**src/rtl/rx_cell_pkg.sv**
```systemverilog
package rx_cell_pkg;
  localparam int unsigned CELL_LEN = 53;

  function automatic logic odd_par(input logic [7:0] d);
    return ~(^d);
  endfunction
endpackage

```
**src/rtl/rx_cell_buf.sv**
```systemverilog
module rx_cell_buf #(
  parameter int unsigned DW    = 8,
  parameter int unsigned CELL  = 53,
  parameter int unsigned NCELL = 2
) (
  input  logic          clk,
  input  logic          rst_n,
  input  logic          wr_vld,
  input  logic          wr_sop,
  input  logic [DW-1:0] wr_data,
  input  logic          pop,
  output logic [DW-1:0] rd_data,
  output logic          rd_first,
  output logic          clav,
  output logic          drop
);
  localparam int unsigned DEPTH = CELL * NCELL;
  localparam int unsigned AW    = $clog2(DEPTH);
  localparam int unsigned UW    = AW + 1;
  localparam int unsigned CW    = $clog2(CELL);
  localparam int unsigned NW    = $clog2(NCELL + 1);

  logic [DW-1:0] mem [DEPTH];
  logic [AW-1:0] wptr, rptr;
  logic [UW-1:0] used;
  logic [NW-1:0] cells;
  logic [CW-1:0] wcnt, ridx;
  logic          wact, room, wr_do, wr_last, pop_last;

  assign room     = (UW'(DEPTH) - used) >= UW'(CELL);
  assign wr_do    = wr_vld && (wr_sop ? room : wact);
  assign wr_last  = wr_do && !wr_sop && (wcnt == CW'(CELL - 1));
  assign pop_last = pop && (ridx == CW'(CELL - 1));

  always_ff @(posedge clk) begin
    if (wr_do) mem[wptr] <= wr_data;
  end

  always_ff @(posedge clk) begin
    if (!rst_n) begin
      wptr <= '0; rptr <= '0; used <= '0; cells <= '0;
      wcnt <= '0; ridx <= '0; wact <= 1'b0; drop <= 1'b0;
    end else begin
      drop <= wr_vld && wr_sop && !room;
      if (wr_vld && wr_sop) begin
        wact <= room;
        wcnt <= room ? CW'(1) : '0;
      end else if (wr_last) begin
        wact <= 1'b0;
        wcnt <= '0;
      end else if (wr_do) begin
        wcnt <= wcnt + CW'(1);
      end
      if (wr_do) wptr <= (wptr == AW'(DEPTH - 1)) ? '0 : wptr + AW'(1);
      if (pop) begin
        rptr <= (rptr == AW'(DEPTH - 1)) ? '0 : rptr + AW'(1);
        ridx <= pop_last ? '0 : ridx + CW'(1);
      end
      case ({wr_do, pop})
        2'b10:   used <= used + UW'(1);
        2'b01:   used <= used - UW'(1);
        default: used <= used;
      endcase
      case ({wr_last, pop_last})
        2'b10:   cells <= cells + NW'(1);
        2'b01:   cells <= cells - NW'(1);
        default: cells <= cells;
      endcase
    end
  end

  assign rd_data  = mem[rptr];
  assign rd_first = (ridx == '0);
  assign clav     = (cells != '0);

  assert_cells_bounded_R2: assert property (@(posedge clk) disable iff (!rst_n)
    cells <= NW'(NCELL));
  assert_pop_needs_cell_R3: assert property (@(posedge clk) disable iff (!rst_n)
    pop |-> cells != '0);
endmodule

```
**src/rtl/rx_cell_arb.sv**
```systemverilog
module rx_cell_arb #(
  parameter int unsigned NP = 4,
  localparam int unsigned PW = $clog2(NP)
) (
  input  logic          clk,
  input  logic          rst_n,
  input  logic [NP-1:0] en,
  input  logic [NP-1:0] clav,
  output logic          pop,
  output logic [PW-1:0] sel,
  output logic          collide,
  output logic          violate
);
  logic          lock_vld;
  logic [PW-1:0] lock_port;
  logic          single, blocked, go;

  always_comb begin
    sel = '0;
    for (int i = 0; i < NP; i++) begin
      if (en[i]) sel = PW'(i);
    end
  end

  assign single  = ($countones(en) == 1);
  assign collide = ($countones(en) > 1);
  assign blocked = lock_vld && (sel != lock_port) && clav[lock_port];
  assign violate = single && blocked;
  assign go      = single && !blocked;
  assign pop     = go && clav[sel];

  always_ff @(posedge clk) begin
    if (!rst_n) begin
      lock_vld  <= 1'b0;
      lock_port <= '0;
    end else if (go) begin
      lock_vld  <= 1'b1;
      lock_port <= sel;
    end
  end

  assert_lock_kept_R8: assert property (@(posedge clk) disable iff (!rst_n)
    (lock_vld && clav[lock_port] && !$past(go) && $past(rst_n) && $past(lock_vld))
      |-> $stable(lock_port));
endmodule

```
**src/rtl/rx_cell_out.sv**
```systemverilog
module rx_cell_out #(
  parameter int unsigned DW = 8
) (
  input  logic          clk,
  input  logic          rst_n,
  input  logic          pop,
  input  logic [DW-1:0] data,
  input  logic          first,
  input  logic          collide,
  input  logic          violate,
  output logic [DW-1:0] rx_data,
  output logic          rx_par,
  output logic          rx_soc,
  output logic          rx_vld,
  output logic          rx_collide,
  output logic          rx_violate
);
  import rx_cell_pkg::*;

  always_ff @(posedge clk) begin
    if (!rst_n) begin
      rx_data <= '0; rx_par <= 1'b1; rx_soc <= 1'b0;
      rx_vld <= 1'b0; rx_collide <= 1'b0; rx_violate <= 1'b0;
    end else begin
      rx_vld     <= pop;
      rx_soc     <= pop && first;
      rx_collide <= collide;
      rx_violate <= violate;
      if (pop) begin
        rx_data <= data;
        rx_par  <= odd_par(data);
      end
    end
  end

  assert_odd_parity_R4: assert property (@(posedge clk) disable iff (!rst_n)
    rx_vld |-> ^{rx_data, rx_par});
  assert_soc_with_byte_R5: assert property (@(posedge clk) disable iff (!rst_n)
    rx_soc |-> rx_vld);
  assert_collide_no_data_R7: assert property (@(posedge clk) disable iff (!rst_n)
    rx_collide |-> !rx_vld);
endmodule

```
**src/rtl/rx_cell_port.sv**
```systemverilog
module rx_cell_port #(
  parameter int unsigned NP    = 4,
  parameter int unsigned DW    = 8,
  parameter int unsigned CELL  = rx_cell_pkg::CELL_LEN,
  parameter int unsigned NCELL = 2,
  localparam int unsigned PW   = $clog2(NP)
) (
  input  logic          clk,
  input  logic          rst_n,
  input  logic          lin_valid,
  input  logic          lin_sop,
  input  logic [PW-1:0] lin_port,
  input  logic [DW-1:0] lin_data,
  output logic [NP-1:0] lin_drop,
  input  logic [NP-1:0] rx_en,
  output logic [NP-1:0] rx_clav,
  output logic [DW-1:0] rx_data,
  output logic          rx_par,
  output logic          rx_soc,
  output logic          rx_vld,
  output logic          rx_collide,
  output logic          rx_violate
);
  logic          pop, collide, violate;
  logic [PW-1:0] sel;
  logic [DW-1:0] head  [NP];
  logic [NP-1:0] first;

  rx_cell_arb #(.NP(NP)) u_arb (
    .clk(clk), .rst_n(rst_n), .en(rx_en), .clav(rx_clav),
    .pop(pop), .sel(sel), .collide(collide), .violate(violate)
  );

  for (genvar g = 0; g < NP; g++) begin : g_port
    rx_cell_buf #(.DW(DW), .CELL(CELL), .NCELL(NCELL)) u_buf (
      .clk(clk), .rst_n(rst_n),
      .wr_vld(lin_valid && (lin_port == PW'(g))),
      .wr_sop(lin_sop), .wr_data(lin_data),
      .pop(pop && (sel == PW'(g))),
      .rd_data(head[g]), .rd_first(first[g]),
      .clav(rx_clav[g]), .drop(lin_drop[g])
    );
  end

  rx_cell_out #(.DW(DW)) u_out (
    .clk(clk), .rst_n(rst_n), .pop(pop), .data(head[sel]), .first(first[sel]),
    .collide(collide), .violate(violate),
    .rx_data(rx_data), .rx_par(rx_par), .rx_soc(rx_soc), .rx_vld(rx_vld),
    .rx_collide(rx_collide), .rx_violate(rx_violate)
  );
endmodule

```
**config.mk**
```make
export PLATFORM = sky130hd
export DESIGN_NAME = rx_cell_port
export DESIGN_NICKNAME = d
export VERILOG_FILES = /design/src/rtl/rx_cell_pkg.sv /design/src/rtl/rx_cell_buf.sv /design/src/rtl/rx_cell_arb.sv /design/src/rtl/rx_cell_out.sv /design/src/rtl/rx_cell_port.sv
export SDC_FILE = /design/constraint.sdc
export NUM_CORES = 2
export LEC_CHECK = 0
export BUFFER_PORTS_ARGS = -buffer_cell sky130_fd_sc_hd__buf_2
export CORE_ASPECT_RATIO = 1.75
export CORE_MARGIN = 10
export CORE_UTILIZATION = 35
export CTS_CLUSTER_DIAMETER = 150
export DETAILED_ROUTE_END_ITERATION = 8
export PLACE_DENSITY = 0.61
export SYNTH_ARGS = -nofsm -noshare
export SYNTH_HDL_FRONTEND = slang
export SYNTH_SLANG_ARGS = --single-unit
```
**constraint.sdc**
```tcl
create_clock -name clk -period 7.9 [get_ports clk]
set_clock_uncertainty 0.05 [all_clocks]
set_input_delay 0.79 -clock clk [delete_from_list [all_inputs] [get_ports clk]]
set_output_delay 0.79 -clock clk [all_outputs]
set_load 0.05 [all_outputs]
```
==> results_dict.tcl <==
set metrics [dict create \
    post_cts_clock_slew_at_the_launch_and_capture_registers_of_the_worst_setup_and_hold_paths_ns 0.06 \
    syn_inst 7351 \
    setup_viol_count_final 0 \
    endpoint_kind "register" \
    post-synth-top-area-fraction_pct 71.8 \
    ys.warnings.count 0 \
    final_min_period_over_clock_period_pct 71.5 \
    cp_data_arrival_time_ns 6.39 \
    max_cap_violations 0 \
    grt_start_max_net_pins 212 \
    drtAntennaViolNets 0 \
    wl_per_cell_um 28.8 \
    worst-slew-pin-transition_ns 1.35 \
    setup.worst_path.class "input pin to register" \
    count_of_unresolved_drc_violations_after_routing 0 \
    detail_route.first_pass.iterations 6 \
    io_pins 39 \
    floorplan.initialDensity_pct 35.1 \
    static-leakage-power_nw 46.9 \
    grt_overflow_total 0 \
    design_area_um2 159000 \
    final_layout_size_suffix_gt1_share_pct 20.7 \
    tritoncts.num_buffers 313 \
    instances_no_fill 13000 \
    die_ht_um 862 \
    grt_pass1_vias 74800 \
    place_area_um2 148000 \
    report.final.slew_viol_count 0 \
    floorplan.core_area_um2 404000 \
    cts.sinks 3588 \
    critical_path.most_common_cell "sky130_fd_sc_hd__ha_1" \
    synth_sequential_area_ratio_pct 74.6 \
    run_status "finished clean" \
    row_cnt 309 \
    hpwl_um 243000 \
    synth_largest_area_cell "sky130_fd_sc_hd__edfxtp_1" \
    worstSkewPairLatency_ns 0.92 \
    fmax_mhz 177 \
    grt_pass1_wl_um 540000 \
    timing.critical_path.slowest_stage_cell "sky130_fd_sc_hd__ha_1" \
    finalWorstPathRequiredPeriod_ns 5.65 \
    synth_seq_cells 3588 \
    cts_tree "yes" \
    critical_path_start_type "input pin" \
    cpPeakStageDelay_ns 0.72 \
    cts.repair.resized 0 \
    initial_antenna_violation_count 4 \
    drt-vias-per-instance 5.47 \
    synth.net_count 7423 \
    die_area_um2 432000 \
    final-hold-violation-count 0 \
    die_width_um 501 \
    worst_hold_margin_ns 0.251 \
    cts.htree.levels 5 \
    routed_wl_um 374000 \
    hold_path.class "input pin to register" \
    synth_top_cells_by_area "sky130_fd_sc_hd__edfxtp_1 (72%), sky130_fd_sc_hd__mux4_2 (13%), sky130_fd_sc_hd__dfxtp_1 (2.8%), sky130_fd_sc_hd__nor2_1 (1.6%), sky130_fd_sc_hd__mux2i_1 (1.3%)" \
    dpl_worst_slack_ns 1.54 \
    layout-area-overhead-vs-synth_pct 11.9 \
    crit_chain "buf_2 > inv_1 > ha_1 > inv_1 > fa_1 > inv_1 > ha_1 > nor3_1 > and3_1 > and2_1 > ha_1 > xor2_1 > ha_1 > a21oi_1 > o21ai_0 > a221oi_1 > nor3b_1 > o21ai_0 > a21oi_1 > xnor2_1 > and2_1" \
    r2r_slack_ns 2.37 \
    post_synth_most_frequent_cells "sky130_fd_sc_hd__edfxtp_1 (3392), sky130_fd_sc_hd__mux4_2 (836), sky130_fd_sc_hd__nor2_1 (619)" \
    crit_path_start "rx_en[3]" \
    cts.root.buffer_cell "sky130_fd_sc_hd__clkbuf_16" \
    rr_worst_depth 12 \
    postSynth.asyncResetShare_pct 0 \
    final.setup.worst_slack_ns 2.25 \
    drt_iter0_markers 6553 \
    critical_path.reg2reg.endpoint "u_out.rx_par" \
    timing.slew.headroom_pct 9.15 \
    clock_tree.buffer_depth 4 \
    avgSynthCellArea_um2 19.3 \
    power_density_nw_per_um2 235 \
    synthesis.area_um2 142000 \
    cts_setup_buffers 0 \
    port_buffers 38 \
    vias 71100 \
    timing.setup.tns_ns 0 \
    critical_path_required_ns 8.64 \
    number_of_enable_type_register_cells_in_the_synthesized_netlist 3392 \
    globalRouteTotalUtil_pct 16.9 \
    post_cts_hold_buffer_count 0 \
    synthFlopType "sky130_fd_sc_hd__edfxtp_1" \
    crit_path_max_fanout 19 \
    finalNetCount 7523 \
    ir_worst_vdd_uv 183 \
    rsz0062_at_grt "no" \
    netlist-cell-type-count 80 \
    synth.most_common_cell "sky130_fd_sc_hd__edfxtp_1" \
    dpl.cell_count 12400 \
    place.gp.congestion 0.856 \
    critPathCapture "g_port[1].u_buf.used[6]" \
]
==> flip-flops by register name, summed over array words and instances, names as in the netlist, named ones only <==
name                count
g_port.u_buf.wcnt      24
g_port.u_buf.wact       4
g_port.u_buf.cells      8
u_out.rx_collide        1
g_port.u_buf.ridx      24
u_out.rx_vld            1
u_out.rx_soc            1
u_out.rx_violate        1
u_out.rx_data           8
g_port.u_buf.drop       4
u_out.rx_par            1
g_port.u_buf.mem     3392
u_arb.lock_vld          1
g_port.u_buf.used      32
g_port.u_buf.rptr      28
u_arb.lock_port         2
g_port.u_buf.wptr      28
==> worst max-delay path, delay by kind of cell <==
family	cells	cell delay [ns]
buf+inv	4	0.46
xor+xnor	2	0.28
simple gates	5	1.74
fa+ha+maj	5	1.87
compound gates	5	1.24
==> metal layers <==
layer	vias to the layer above	wire length [um]	GRT usage [%]
li1	30000	-	-
met5	-	12	0
met4	2	24700	9.33
met3	822	19100	2.19
met1	37700	129000	18.5
met2	2557	202000	31.4
==> layout by cell type (no fill, tap or decap), types with 53 or more instances in the layout <==
cell type                   count
sky130_fd_sc_hd__mux4_2       836
sky130_fd_sc_hd__nor3_1        54
sky130_fd_sc_hd__nor2_1       619
sky130_fd_sc_hd__ha_1          53
sky130_fd_sc_hd__mux2i_1      178
sky130_fd_sc_hd__nand2_1      269
sky130_fd_sc_hd__dfxtp_1      176
sky130_fd_sc_hd__a22oi_1       74
sky130_fd_sc_hd__clkinv_1      60
sky130_fd_sc_hd__inv_1         59
sky130_fd_sc_hd__nand4_1       54
sky130_fd_sc_hd__buf_4        136
sky130_fd_sc_hd__clkbuf_16    324
sky130_fd_sc_hd__edfxtp_1    3392
sky130_fd_sc_hd__o21ai_0      122
sky130_fd_sc_hd__xor2_1        69
sky130_fd_sc_hd__nor2b_1       86
sky130_fd_sc_hd__nand3_1      102
sky130_fd_sc_hd__a21oi_1      102
sky130_fd_sc_hd__o22ai_1       78
==> power by group <==
group	switching (mW)	internal, mW	leakage, nW
Combinational	0.410	0.0676	9.70
Clock	6.98	9.12	5.13
Sequential	0.00850	20.8	32.1
==> how the worst min path moves through the flow <==
stage / startpoint / endpoint / slack, ns / cells after the start
after global placement: u_arb.lock_vld / u_arb.lock_vld / 0.41 / 1
after global routing: rst_n / g_port[2].u_buf.used[2] / 0.24 / 2
after detailed placement: u_arb.lock_vld / u_arb.lock_vld / 0.41 / 1
after floorplan: g_port[0].u_buf.used[7] / g_port[0].u_buf.drop / 0.38 / 1
final: lin_data[4] / g_port[3].u_buf.mem[27][4] / 0.25 / 1
after CTS: rst_n / g_port[2].u_buf.used[2] / 0.22 / 2
==> metrics by stage <==
stage / power [mW] / utilization [%]
floorplan: 21.3 / -
CTS: 37.6 / 39.3
global placement: 21.7 / 36.7
finish: 37.4 / 39.3
detailed placement: 21.7 / 36.7
global route: 38.3 / 39.3
==> kinds of logic after synthesis <==
logic type | after synthesis | synth area share [%]
muxes | 1061 | 14.9
adders and majority gates | 54 | 0.482
buffers and inverters | 474 | 1.61
xor gates and xnor gates | 109 | 0.693
AOI/OAI and AO/OA | 668 | 3.20
and+or+nand+nor | 1397 | 4.50
DFF | 3588 | 74.6
==> final cells by class <==
type | count | area, um2
inverter | 64 | 240
fill | 35700 | 245000
antenna | 5 | 12.5
clock buffer | 372 | 8400
sequential | 3588 | 106000
multi-input combinational | 3289 | 33800
tap | 5287 | 6620
timing repair buffer | 195 | 1730
clock inverter | 188 | 2130
No activity file was read; power rests on OpenSTA's default activity.
